File: config.mk
export PLATFORM = sky130hd
export DESIGN_NAME = can_mode_ctrl
export DESIGN_NICKNAME = d
export VERILOG_FILES = /design/src/rtl/can_mode_pkg.sv /design/src/rtl/can_mode_regs.sv /design/src/rtl/can_mode_fsm.sv /design/src/rtl/can_mode_ctrl.sv
export SDC_FILE = /design/constraint.sdc
export NUM_CORES = 1
export LEC_CHECK = 0
export ABC_AREA = 1
export CORE_MARGIN = 2
export CORE_UTILIZATION = 44
export DETAILED_ROUTE_END_ITERATION = 8
export GPL_TIMING_DRIVEN = 0
export HOLD_SLACK_MARGIN = 0.15
export PLACE_DENSITY = 0.87
export SETUP_SLACK_MARGIN = 0.3
export SLEW_MARGIN = 10
export SYNTH_ARGS = -nofsm -noshare
export SYNTH_HDL_FRONTEND = slang
export SYNTH_SLANG_ARGS = --single-unit
File: constraint.sdc
create_clock -name clk -period 3.1 [get_ports clk]
set_clock_uncertainty 0.1 [all_clocks]
set_input_delay 0.31 -clock clk [delete_from_list [all_inputs] [get_ports clk]]
set_output_delay 0.31 -clock clk [all_outputs]
set_load 0.01 [all_outputs]
File: src/rtl/can_mode_pkg.sv
package can_mode_pkg;

  typedef enum logic [2:0] {
    M_CFG   = 3'd0,
    M_NORM  = 3'd1,
    M_LOOP  = 3'd2,
    M_SLEEP = 3'd3,
    M_BOFF  = 3'd4
  } opMode_e;

  // register decode strobes handed from the datapath to the sequencer
  typedef struct packed {
    logic rstReq;
    logic enReq;
    logic sleepReq;
    logic loopSel;
  } decStrobe_t;

  // sequencer state strobes handed back to the datapath
  typedef struct packed {
    logic cfgOpen;
    logic inLoop;
    logic inNorm;
    logic inSleep;
    logic inBoff;
  } ctrlStrobe_t;

  localparam int OFS_CTL   = 'h00;
  localparam int OFS_MODE  = 'h04;
  localparam int OFS_PRESC = 'h08;
  localparam int OFS_TIME  = 'h0C;
  localparam int OFS_STAT  = 'h18;

  localparam int ST_CFG   = 0;
  localparam int ST_LOOP  = 1;
  localparam int ST_SLEEP = 2;
  localparam int ST_NORM  = 3;
  localparam int ST_BOFF  = 4;

endpackage

File: src/rtl/can_mode_regs.sv
module can_mode_regs
  import can_mode_pkg::*;
#(
  parameter int ADDR_W  = 8,
  parameter int PRESC_W = 8,
  parameter int TS1_W   = 4,
  parameter int TS2_W   = 3,
  parameter int SJW_W   = 2
) (
  input  logic                clk,
  input  logic                rst_n,
  input  logic                wrEn,
  input  logic [ADDR_W-1:0]   regAddr,
  input  logic [31:0]         wrData,
  input  ctrlStrobe_t         ctrl,
  output decStrobe_t          dec,
  output logic [31:0]         rdData,
  output logic [PRESC_W-1:0]  presc,
  output logic [TS1_W-1:0]    ts1,
  output logic [TS2_W-1:0]    ts2,
  output logic [SJW_W-1:0]    sjw
);

  localparam int TIME_W  = TS1_W + TS2_W + SJW_W;
  localparam int TS2_LSB = TS1_W;
  localparam int SJW_LSB = TS1_W + TS2_W;

  logic              hitCtl, hitMode, hitPresc, hitTime, hitStat;
  logic              enFlag;
  logic [1:0]        modeSel;
  logic [TIME_W-1:0] timing;
  logic [31:0]       statusWord;
  logic              unusedWrBits;

  assign hitCtl   = (regAddr == ADDR_W'(OFS_CTL));
  assign hitMode  = (regAddr == ADDR_W'(OFS_MODE));
  assign hitPresc = (regAddr == ADDR_W'(OFS_PRESC));
  assign hitTime  = (regAddr == ADDR_W'(OFS_TIME));
  assign hitStat  = (regAddr == ADDR_W'(OFS_STAT));
  assign unusedWrBits = ^wrData[31:TIME_W];

  assign dec.rstReq   = wrEn && hitCtl && wrData[0];
  assign dec.enReq    = wrEn && hitCtl && wrData[1] && !wrData[0];
  assign dec.sleepReq = wrEn && hitMode && wrData[0];
  assign dec.loopSel  = modeSel[1];

  always_ff @(posedge clk or negedge rst_n) begin
    if (!rst_n) begin
      enFlag  <= 1'b0;
      modeSel <= 2'b00;
      presc   <= '0;
      timing  <= '0;
    end else begin
      if (dec.rstReq) begin
        enFlag  <= 1'b0;
        modeSel <= 2'b00;
      end else if (wrEn && hitCtl) begin
        enFlag <= wrData[1];
      end
      if (wrEn && hitMode)
        modeSel <= wrData[1:0];
      if (wrEn && hitPresc && ctrl.cfgOpen)
        presc <= wrData[PRESC_W-1:0];
      if (wrEn && hitTime && ctrl.cfgOpen)
        timing <= wrData[TIME_W-1:0];
    end
  end

  assign ts1 = timing[TS1_W-1:0];
  assign ts2 = timing[TS2_LSB +: TS2_W];
  assign sjw = timing[SJW_LSB +: SJW_W];

  always_comb begin
    statusWord           = '0;
    statusWord[ST_CFG]   = ctrl.cfgOpen;
    statusWord[ST_LOOP]  = ctrl.inLoop;
    statusWord[ST_SLEEP] = ctrl.inSleep;
    statusWord[ST_NORM]  = ctrl.inNorm;
    statusWord[ST_BOFF]  = ctrl.inBoff;
  end

  always_comb begin
    rdData = '0;
    if (hitCtl)        rdData[1]          = enFlag;
    else if (hitMode)  rdData[1:0]        = modeSel;
    else if (hitPresc) rdData[PRESC_W-1:0] = presc;
    else if (hitTime)  rdData[TIME_W-1:0] = timing;
    else if (hitStat)  rdData             = statusWord;
  end

  // timing storage frozen whenever the sequencer is outside configuration
  a_r4_timing_locked: assert property (@(posedge clk) disable iff (!rst_n)
    !ctrl.cfgOpen |=> ($stable(presc) && $stable(timing)));

endmodule

File: src/rtl/can_mode_fsm.sv
module can_mode_fsm
  import can_mode_pkg::*;
#(
  parameter int START_DELAY = 2
) (
  input  logic        clk,
  input  logic        rst_n,
  input  decStrobe_t  dec,
  input  logic        busOff,
  input  logic        wakeIn,
  output ctrlStrobe_t ctrl
);

  localparam int CNT_W = (START_DELAY < 2) ? 1 : $clog2(START_DELAY);

  opMode_e          state, prior, target;
  logic             armed;
  logic [CNT_W-1:0] armCnt;

  always_ff @(posedge clk or negedge rst_n) begin
    if (!rst_n) begin
      state  <= M_CFG;
      prior  <= M_NORM;
      target <= M_NORM;
      armed  <= 1'b0;
      armCnt <= '0;
    end else if (dec.rstReq) begin
      state <= M_CFG;
      armed <= 1'b0;
    end else begin
      case (state)
        M_CFG: begin
          if (armed) begin
            if (armCnt == '0) begin
              state <= target;
              armed <= 1'b0;
            end else begin
              armCnt <= armCnt - 1'b1;
            end
          end else if (dec.enReq) begin
            armed  <= 1'b1;
            armCnt <= CNT_W'(START_DELAY - 1);
            target <= dec.loopSel ? M_LOOP : M_NORM;
          end
        end
        M_NORM, M_LOOP: begin
          if (busOff) begin
            state <= M_BOFF;
          end else if (dec.sleepReq) begin
            prior <= state;
            state <= M_SLEEP;
          end
        end
        M_SLEEP: begin
          if (busOff)      state <= M_BOFF;
          else if (wakeIn) state <= prior;
        end
        default: ;
      endcase
    end
  end

  assign ctrl.cfgOpen = (state == M_CFG);
  assign ctrl.inNorm  = (state == M_NORM);
  assign ctrl.inLoop  = (state == M_LOOP);
  assign ctrl.inSleep = (state == M_SLEEP);
  assign ctrl.inBoff  = (state == M_BOFF);

  // the cycle after an accepted enable the core is still configuring
  a_r5_start_waits: assert property (@(posedge clk) disable iff (!rst_n)
    (state == M_CFG && !armed && dec.enReq && !dec.rstReq) |=> (state == M_CFG && armed));

  // soft reset always lands in configuration with no start pending
  a_r6_reset_to_cfg: assert property (@(posedge clk) disable iff (!rst_n)
    dec.rstReq |=> (state == M_CFG && !armed));

  // wake restores the mode held before sleeping
  a_r8_wake_restores: assert property (@(posedge clk) disable iff (!rst_n)
    (state == M_SLEEP && wakeIn && !busOff && !dec.rstReq) |=> (state == $past(prior)));

  // bus-off holds until soft reset
  a_r9_busoff_sticky: assert property (@(posedge clk) disable iff (!rst_n)
    (state == M_BOFF && !dec.rstReq) |=> (state == M_BOFF));

endmodule

File: src/rtl/can_mode_ctrl.sv
module can_mode_ctrl
  import can_mode_pkg::*;
#(
  parameter int ADDR_W      = 8,
  parameter int PRESC_W     = 8,
  parameter int TS1_W       = 4,
  parameter int TS2_W       = 3,
  parameter int SJW_W       = 2,
  parameter int START_DELAY = 2
) (
  input  logic               clk,
  input  logic               rst_n,
  input  logic               wrEn,
  input  logic [ADDR_W-1:0]  regAddr,
  input  logic [31:0]        wrData,
  output logic [31:0]        rdData,
  input  logic               busOff,
  input  logic               wakeIn,
  output logic               modeCfg,
  output logic               modeNorm,
  output logic               modeLoop,
  output logic               modeSleep,
  output logic               modeBusOff,
  output logic [PRESC_W-1:0] brpOut,
  output logic [TS1_W-1:0]   tseg1Out,
  output logic [TS2_W-1:0]   tseg2Out,
  output logic [SJW_W-1:0]   sjwOut
);

  decStrobe_t  dec;
  ctrlStrobe_t ctrl;

  can_mode_regs #(
    .ADDR_W(ADDR_W), .PRESC_W(PRESC_W), .TS1_W(TS1_W), .TS2_W(TS2_W), .SJW_W(SJW_W)
  ) u_regs (
    .clk(clk), .rst_n(rst_n), .wrEn(wrEn), .regAddr(regAddr), .wrData(wrData),
    .ctrl(ctrl), .dec(dec), .rdData(rdData),
    .presc(brpOut), .ts1(tseg1Out), .ts2(tseg2Out), .sjw(sjwOut)
  );

  can_mode_fsm #(.START_DELAY(START_DELAY)) u_fsm (
    .clk(clk), .rst_n(rst_n), .dec(dec), .busOff(busOff), .wakeIn(wakeIn), .ctrl(ctrl)
  );

  assign modeCfg    = ctrl.cfgOpen;
  assign modeNorm   = ctrl.inNorm;
  assign modeLoop   = ctrl.inLoop;
  assign modeSleep  = ctrl.inSleep;
  assign modeBusOff = ctrl.inBoff;

  // exactly one mode output is active
  a_r2_one_mode: assert property (@(posedge clk) disable iff (!rst_n)
    $countones({modeCfg, modeNorm, modeLoop, modeSleep, modeBusOff}) == 1);

endmodule

# Word-level counts from Yosys, hierarchy flattened
# Cells that the tools add are included.
# totals
reg_bits	31
word_cells	83
in_bits	45
output_inout_bits	54
# op_classes
mux	35
n_reduce_logical	23
n_eq_ne	12
n_addsub	1
n_bitwise	3
# op_table
cell	count
32-bit two-way mux	4
30-bit two-way mux	2
24-bit two-way mux	1
23-bit two-way mux	1
3-bit two-way mux	7
8-bit by 4-bit equality test with 1-bit output, second input constant	2
1-bit two-way mux	12
1-bit logical AND	10
9-bit two-way mux	1
3-bit one-hot mux with 3 select lines	1
8-bit by 3-bit equality test with 1-bit output, second input constant	1
8-bit by 5-bit equality test with 1-bit output, second input constant	1
8-bit zero test	1
2-bit two-way mux	4
8-bit two-way mux	1
4-bit AND reduction	2
2-bit nonzero test	4
3-bit by 2-bit equality test with 1-bit output, second input constant	2
5-bit two-way mux	1
5-bit AND reduction	1
4-bit by 3-bit != test with 1-bit output, second input constant	1
4-bit != test, second input constant	1
4-bit nonzero test	1
3-bit by 1-bit equality test with 1-bit output, second input constant	1
9 further kinds	11

# Longest topological paths before layout
# logic_depth
depth_word	10
depth_mapped	9
mapped_depth_nobuf	9

# Modules after synthesis
# A second synthesis with hierarchy kept.
# unflattened
hier_cells	260
hier_area_um2	1973.1
# modules_own_cells
module	seq_area_each_um2	n_inst	area_per_inst_um2	cells_each
can_mode_regs	500.5	1	1361.3	177
can_mode_fsm	252.7	1	611.8	83

# Worst setup path before layout
# OpenSTA, ideal clock, no wires.
# synth_path
kind	reg-to-output
start	reg u_fsm.state[1]
end	out rdData[0]
arrival_time_ns	1.153
path_stages_with_launch	8
path_buffers	0
required_ns	2.690
setup_slack_ns	1.537
path_cell_list	dfrtp_1 -> nor2_4 -> nand2_2 -> inv_1 -> nand3_1 -> nand2_1 -> nor2_1 -> nor2_1
# synth_between
elab_chain_len	10
# synth_lines
element	line	text
from (decl)	can_mode_fsm.sv:16	opMode_e state, prior, target;
from (signal assigned)	can_mode_fsm.sv:35	state <= target;
from (signal assigned)	can_mode_fsm.sv:56	else if (wakeIn) state <= prior;
3-bit zero test	can_mode_fsm.sv:63	assign ctrl.cfgOpen = (state == M_CFG);
net modeCfg	can_mode_ctrl.sv:19	output logic modeCfg,
5-bit two-way mux	can_mode_regs.sv:88	else if (hitStat) rdData = statusWord;
32-bit two-way mux	can_mode_regs.sv:87	else if (hitTime) rdData[TIME_W-1:0] = timing;
32-bit two-way mux	can_mode_regs.sv:86	else if (hitPresc) rdData[PRESC_W-1:0] = presc;
32-bit two-way mux	can_mode_regs.sv:85	else if (hitMode) rdData[1:0] = modeSel;
32-bit two-way mux	can_mode_regs.sv:84	if (hitCtl) rdData[1] = enFlag;
9-bit two-way mux	can_mode_regs.sv:87	
8-bit two-way mux	can_mode_regs.sv:86	
2-bit two-way mux	can_mode_regs.sv:85	
1-bit two-way mux	can_mode_regs.sv:84	
to (decl)	can_mode_ctrl.sv:16	output logic [31:0] rdData,
# The timed path passes the listed nets, and every way through them passes these cells. The select of a mux whose other input is x is not followed.

# Worst setup path in the final report
# layout_path
start	in regAddr[1]
end	out rdData[0]
# layout_between
elab_chain_len	10
word_cells_on_any_way	14
cone_classes	eq/ne: 4; mux: 9; reduce/logical: 1
# layout_lines
element	line	text
from (decl)	can_mode_ctrl.sv:14	input logic [ADDR_W-1:0] regAddr,
8-bit by 5-bit equality test with 1-bit output	can_mode_regs.sv:39	assign hitStat = (regAddr == ADDR_W'(OFS_STAT));
5-bit two-way mux	can_mode_regs.sv:88	
32-bit two-way mux	can_mode_regs.sv:87	
32-bit two-way mux	can_mode_regs.sv:86	
32-bit two-way mux	can_mode_regs.sv:85	
32-bit two-way mux	can_mode_regs.sv:84	
9-bit two-way mux	can_mode_regs.sv:87	
8-bit two-way mux	can_mode_regs.sv:86	
2-bit two-way mux	can_mode_regs.sv:85	
1-bit two-way mux *	can_mode_regs.sv:84	
# Every way passes the cells marked *; elsewhere a longest branch is shown, timed or not. The select of a mux whose other input is x is not followed.

==> summary.txt <==
Outcome -> finished clean
Detailed Route Iter0 Violations -> 53
Hold Crit Class -> reg2reg
Main combinational cell family by area after synthesis -> simple AND/OR/NAND/NOR gates
Core area -> 4350 sq um
Post-synthesis cell count -> 253
Total CTS buffers -> 5
# Post-CTS Setup Buffers -> 0
Area of the multi-input gates -> 966 sq um
Pins Over Slew Limit -> 0
First-pass GRT wire length -> 7530 um
Post-synth cell types -> 29
CTS Root Cell -> clkbuf_8
Yosys warnings -> 0
Via-to-Cell Ratio -> 4.57
Remaining Overflow, GRT -> 0
Vias in the first global route -> 1,682
Total die area -> 5050 sq um
Final Setup Violations -> 0
Post-Synth XOR/XNOR Area -> 0%
Initial antenna violation count -> 0
Nets -> 380
PnR Total Power -> 0.00101 W
Worst path cell trace -> clkdlybuf4s50_1 -> nor2_2 -> nand3_1 -> nor2_4 -> nand2_1 -> nand2_1 -> nor2_1 -> nor2_1 -> clkdlybuf4s50_1
Yosys reg bits -> 30
Global-route usage over all layers -> 18.8%
Clock sink total -> 30
Rel. slew slack -> 55.9%
Cells after DPL -> 379
Final Cell Area -> 2750 sq um
Maximum VDD drop -> 0.257 mV
Area share of fa/ha/maj cells after synthesis -> 0%
Startpoint types -> input port
Simple-gate share of the synthesized area -> 33.6%
Fin. Hold Viols -> 0
Via count -> 1,773
Mux share of post-synthesis cell area -> 0%
Max Freq -> 379 MHz
Ratio of cells with drive above 1 in the final layout -> 26.2%
Hold Path Cell Cnt -> 2
Avg Inst Size Synth -> 7.82 sq um
Filler Cells Inserted -> 384
Cell Rows -> 24
Reg2Reg Depth -> 7
Router iterations before antenna repair -> 4
Dpl hpwl -> 3620 um
Die height -> 71.1 um
Placed cell area -> 2640 sq um
Tcrit/Tclk final -> 85.1%
TritonCTS clock tree -> built
CP max stage delay -> 0.55 ns
Clk_lat worst skew -> 0.29 ns
ANT nets after route -> 0
RSZ-0062 raised after global routing -> yes
Setup TNS -> 0 ns
CP endpoint kind -> output port
Io pins -> 99
Post-Route WL -> 4530 um
DR WL/cell -> 11.7 um
DRC -> 0
Max cap viols -> 0
Starting Density -> 45.5%
Slew @ Worst Pin -> 0.662 ns
Util after Layout -> 63.2%
Clock-pin slew on the worst setup and hold paths -> 0.06 ns
Diodes inserted -> 0
CP required -> 2.69 ns
Commonest non-fill, non-tap cell in the layout -> nand2_1
H-tree Lvls -> 2
Area grow syn2layout -> 39.1%
Slowest-stage cell, CP -> clkdlybuf4s50_1
Register area -> 753 sq um
Power density cells -> 366 nW/um^2
Compound-Gate Fraction of Synth Area -> 10.6%
Die width -> 71.1 um
CP Class -> in2out
Max clock buf depth -> 2
Worst Path Max Fanout -> 9
Port Buffers -> 52
Commonest non-fill, non-tap cells in the layout -> nand2_1 (62), clkdlybuf4s50_1 (51), inv_1 (33), dfrtp_1 (28)
P_leak -> 1.40 nW
Area of the mapped netlist -> 1980 sq um
GPL Wtd Cong -> 0.875
Largest net degree at the start of global routing -> 31
Post-synthesis sequential area ratio -> 38.1%
Period minus WS final -> 2.64 ns
Layout Cells excl Fill -> 388
CP arrival -> 2.23 ns
stage by stage:
step	setup WS [ns]	hold WS, ns
after global routing	0.290	0.396
after global placement	0.358	0.354
after CTS	0.334	0.375
after detailed placement	0.343	0.283
final	0.463	0.369
after floorplan	1.54	-0.0856
critical path: cells and delay by family:
family | cells | cell delay, ns
simple gates | 7 | 0.94
buf+inv | 2 | 0.99
per-layer routing:
metal	global-route usage (%)	up-vias	part of all wire [%]
met5	0	-	0
met4	4.82	0	0.91
met3	4.99	5	6.5
met2	32.4	54	50
met1	23.6	802	43
li1	-	912	-
cell usage after synthesis (all sizes together):
cell type   n  share of area, %
buf        26                10
nand2      74                16
nand4       6               1.9
a21oi       2              0.51
nor4        1              0.32
conb        1              0.19
o2111ai     1              0.44
o21ai      20               8.1
a22o        3               1.5
inv        38               7.3
dfstp       2               2.7
clkinv      1              0.19
dfrtp      28                35
nor3        3               1.3
nor2       21               6.6
and2        1              0.32
nand3      25               7.1
power breakdown:
part / switching (W) / total (W) / leakage [nW] / internal, W
Combinational: 0.000121 / 0.000228 / 0.957 / 0.000107
Clock: 0.000154 / 0.000332 / 0.0472 / 0.000178
Sequential: 0.0000367 / 0.000448 / 0.393 / 0.000411
Total: 0.000311 / 0.00101 / 1.40 / 0.000696
flip-flops by register name (all words and copies together) (netlist names):
signal          count
u_regs.timing       9
u_regs.presc        8
u_fsm.prior         3
u_fsm.state         3
u_fsm.target        2
u_regs.modeSel      2
u_fsm.armCnt        1
u_fsm.armed         1
u_regs.enFlag       1
final cells by class:
cell class	instances	share of cell area, %
flip-flops and latches	30	27.4
repair buffers	53	19.1
well taps	52	2.36
plain buffers	26	7.27
clock buffers	6	3.00
multi-input cells	180	35.1
clock inverters	2	0.454
inverters	39	5.41
cells by family (layout without fill, tap and decap cells):
group	count (synthesis)	after routing
simple gates	131	131
buf+inv	65	126
flops	30	30
compound gates	26	26
other cells	1	23
timing repair:
item / 4_1_cts / 5_1_grt
endpoints found under the hold margin: 28 / 0
gates resized for setup: 0 / 1
hold buffers: 1 / 0
setup endpoints to repair: 0 / 3
path summary, 6_finish.rpt:
path | endpoint | slack, ns | start
min in group asynchronous | u_regs.modeSel[1] | 0.50 | rst_n
max in group asynchronous | u_regs.modeSel[0] | 1.97 | rst_n
hold / removal | u_fsm.prior[0] | 0.37 | u_fsm.prior[0]
setup reg to reg | u_regs.presc[6] | 1.55 | u_fsm.state[1]
hold reg to reg | u_fsm.prior[0] | 0.37 | u_fsm.prior[0]
setup / recovery | rdData[0] | 0.46 | regAddr[1]
(Power assumes the default switching activity.)
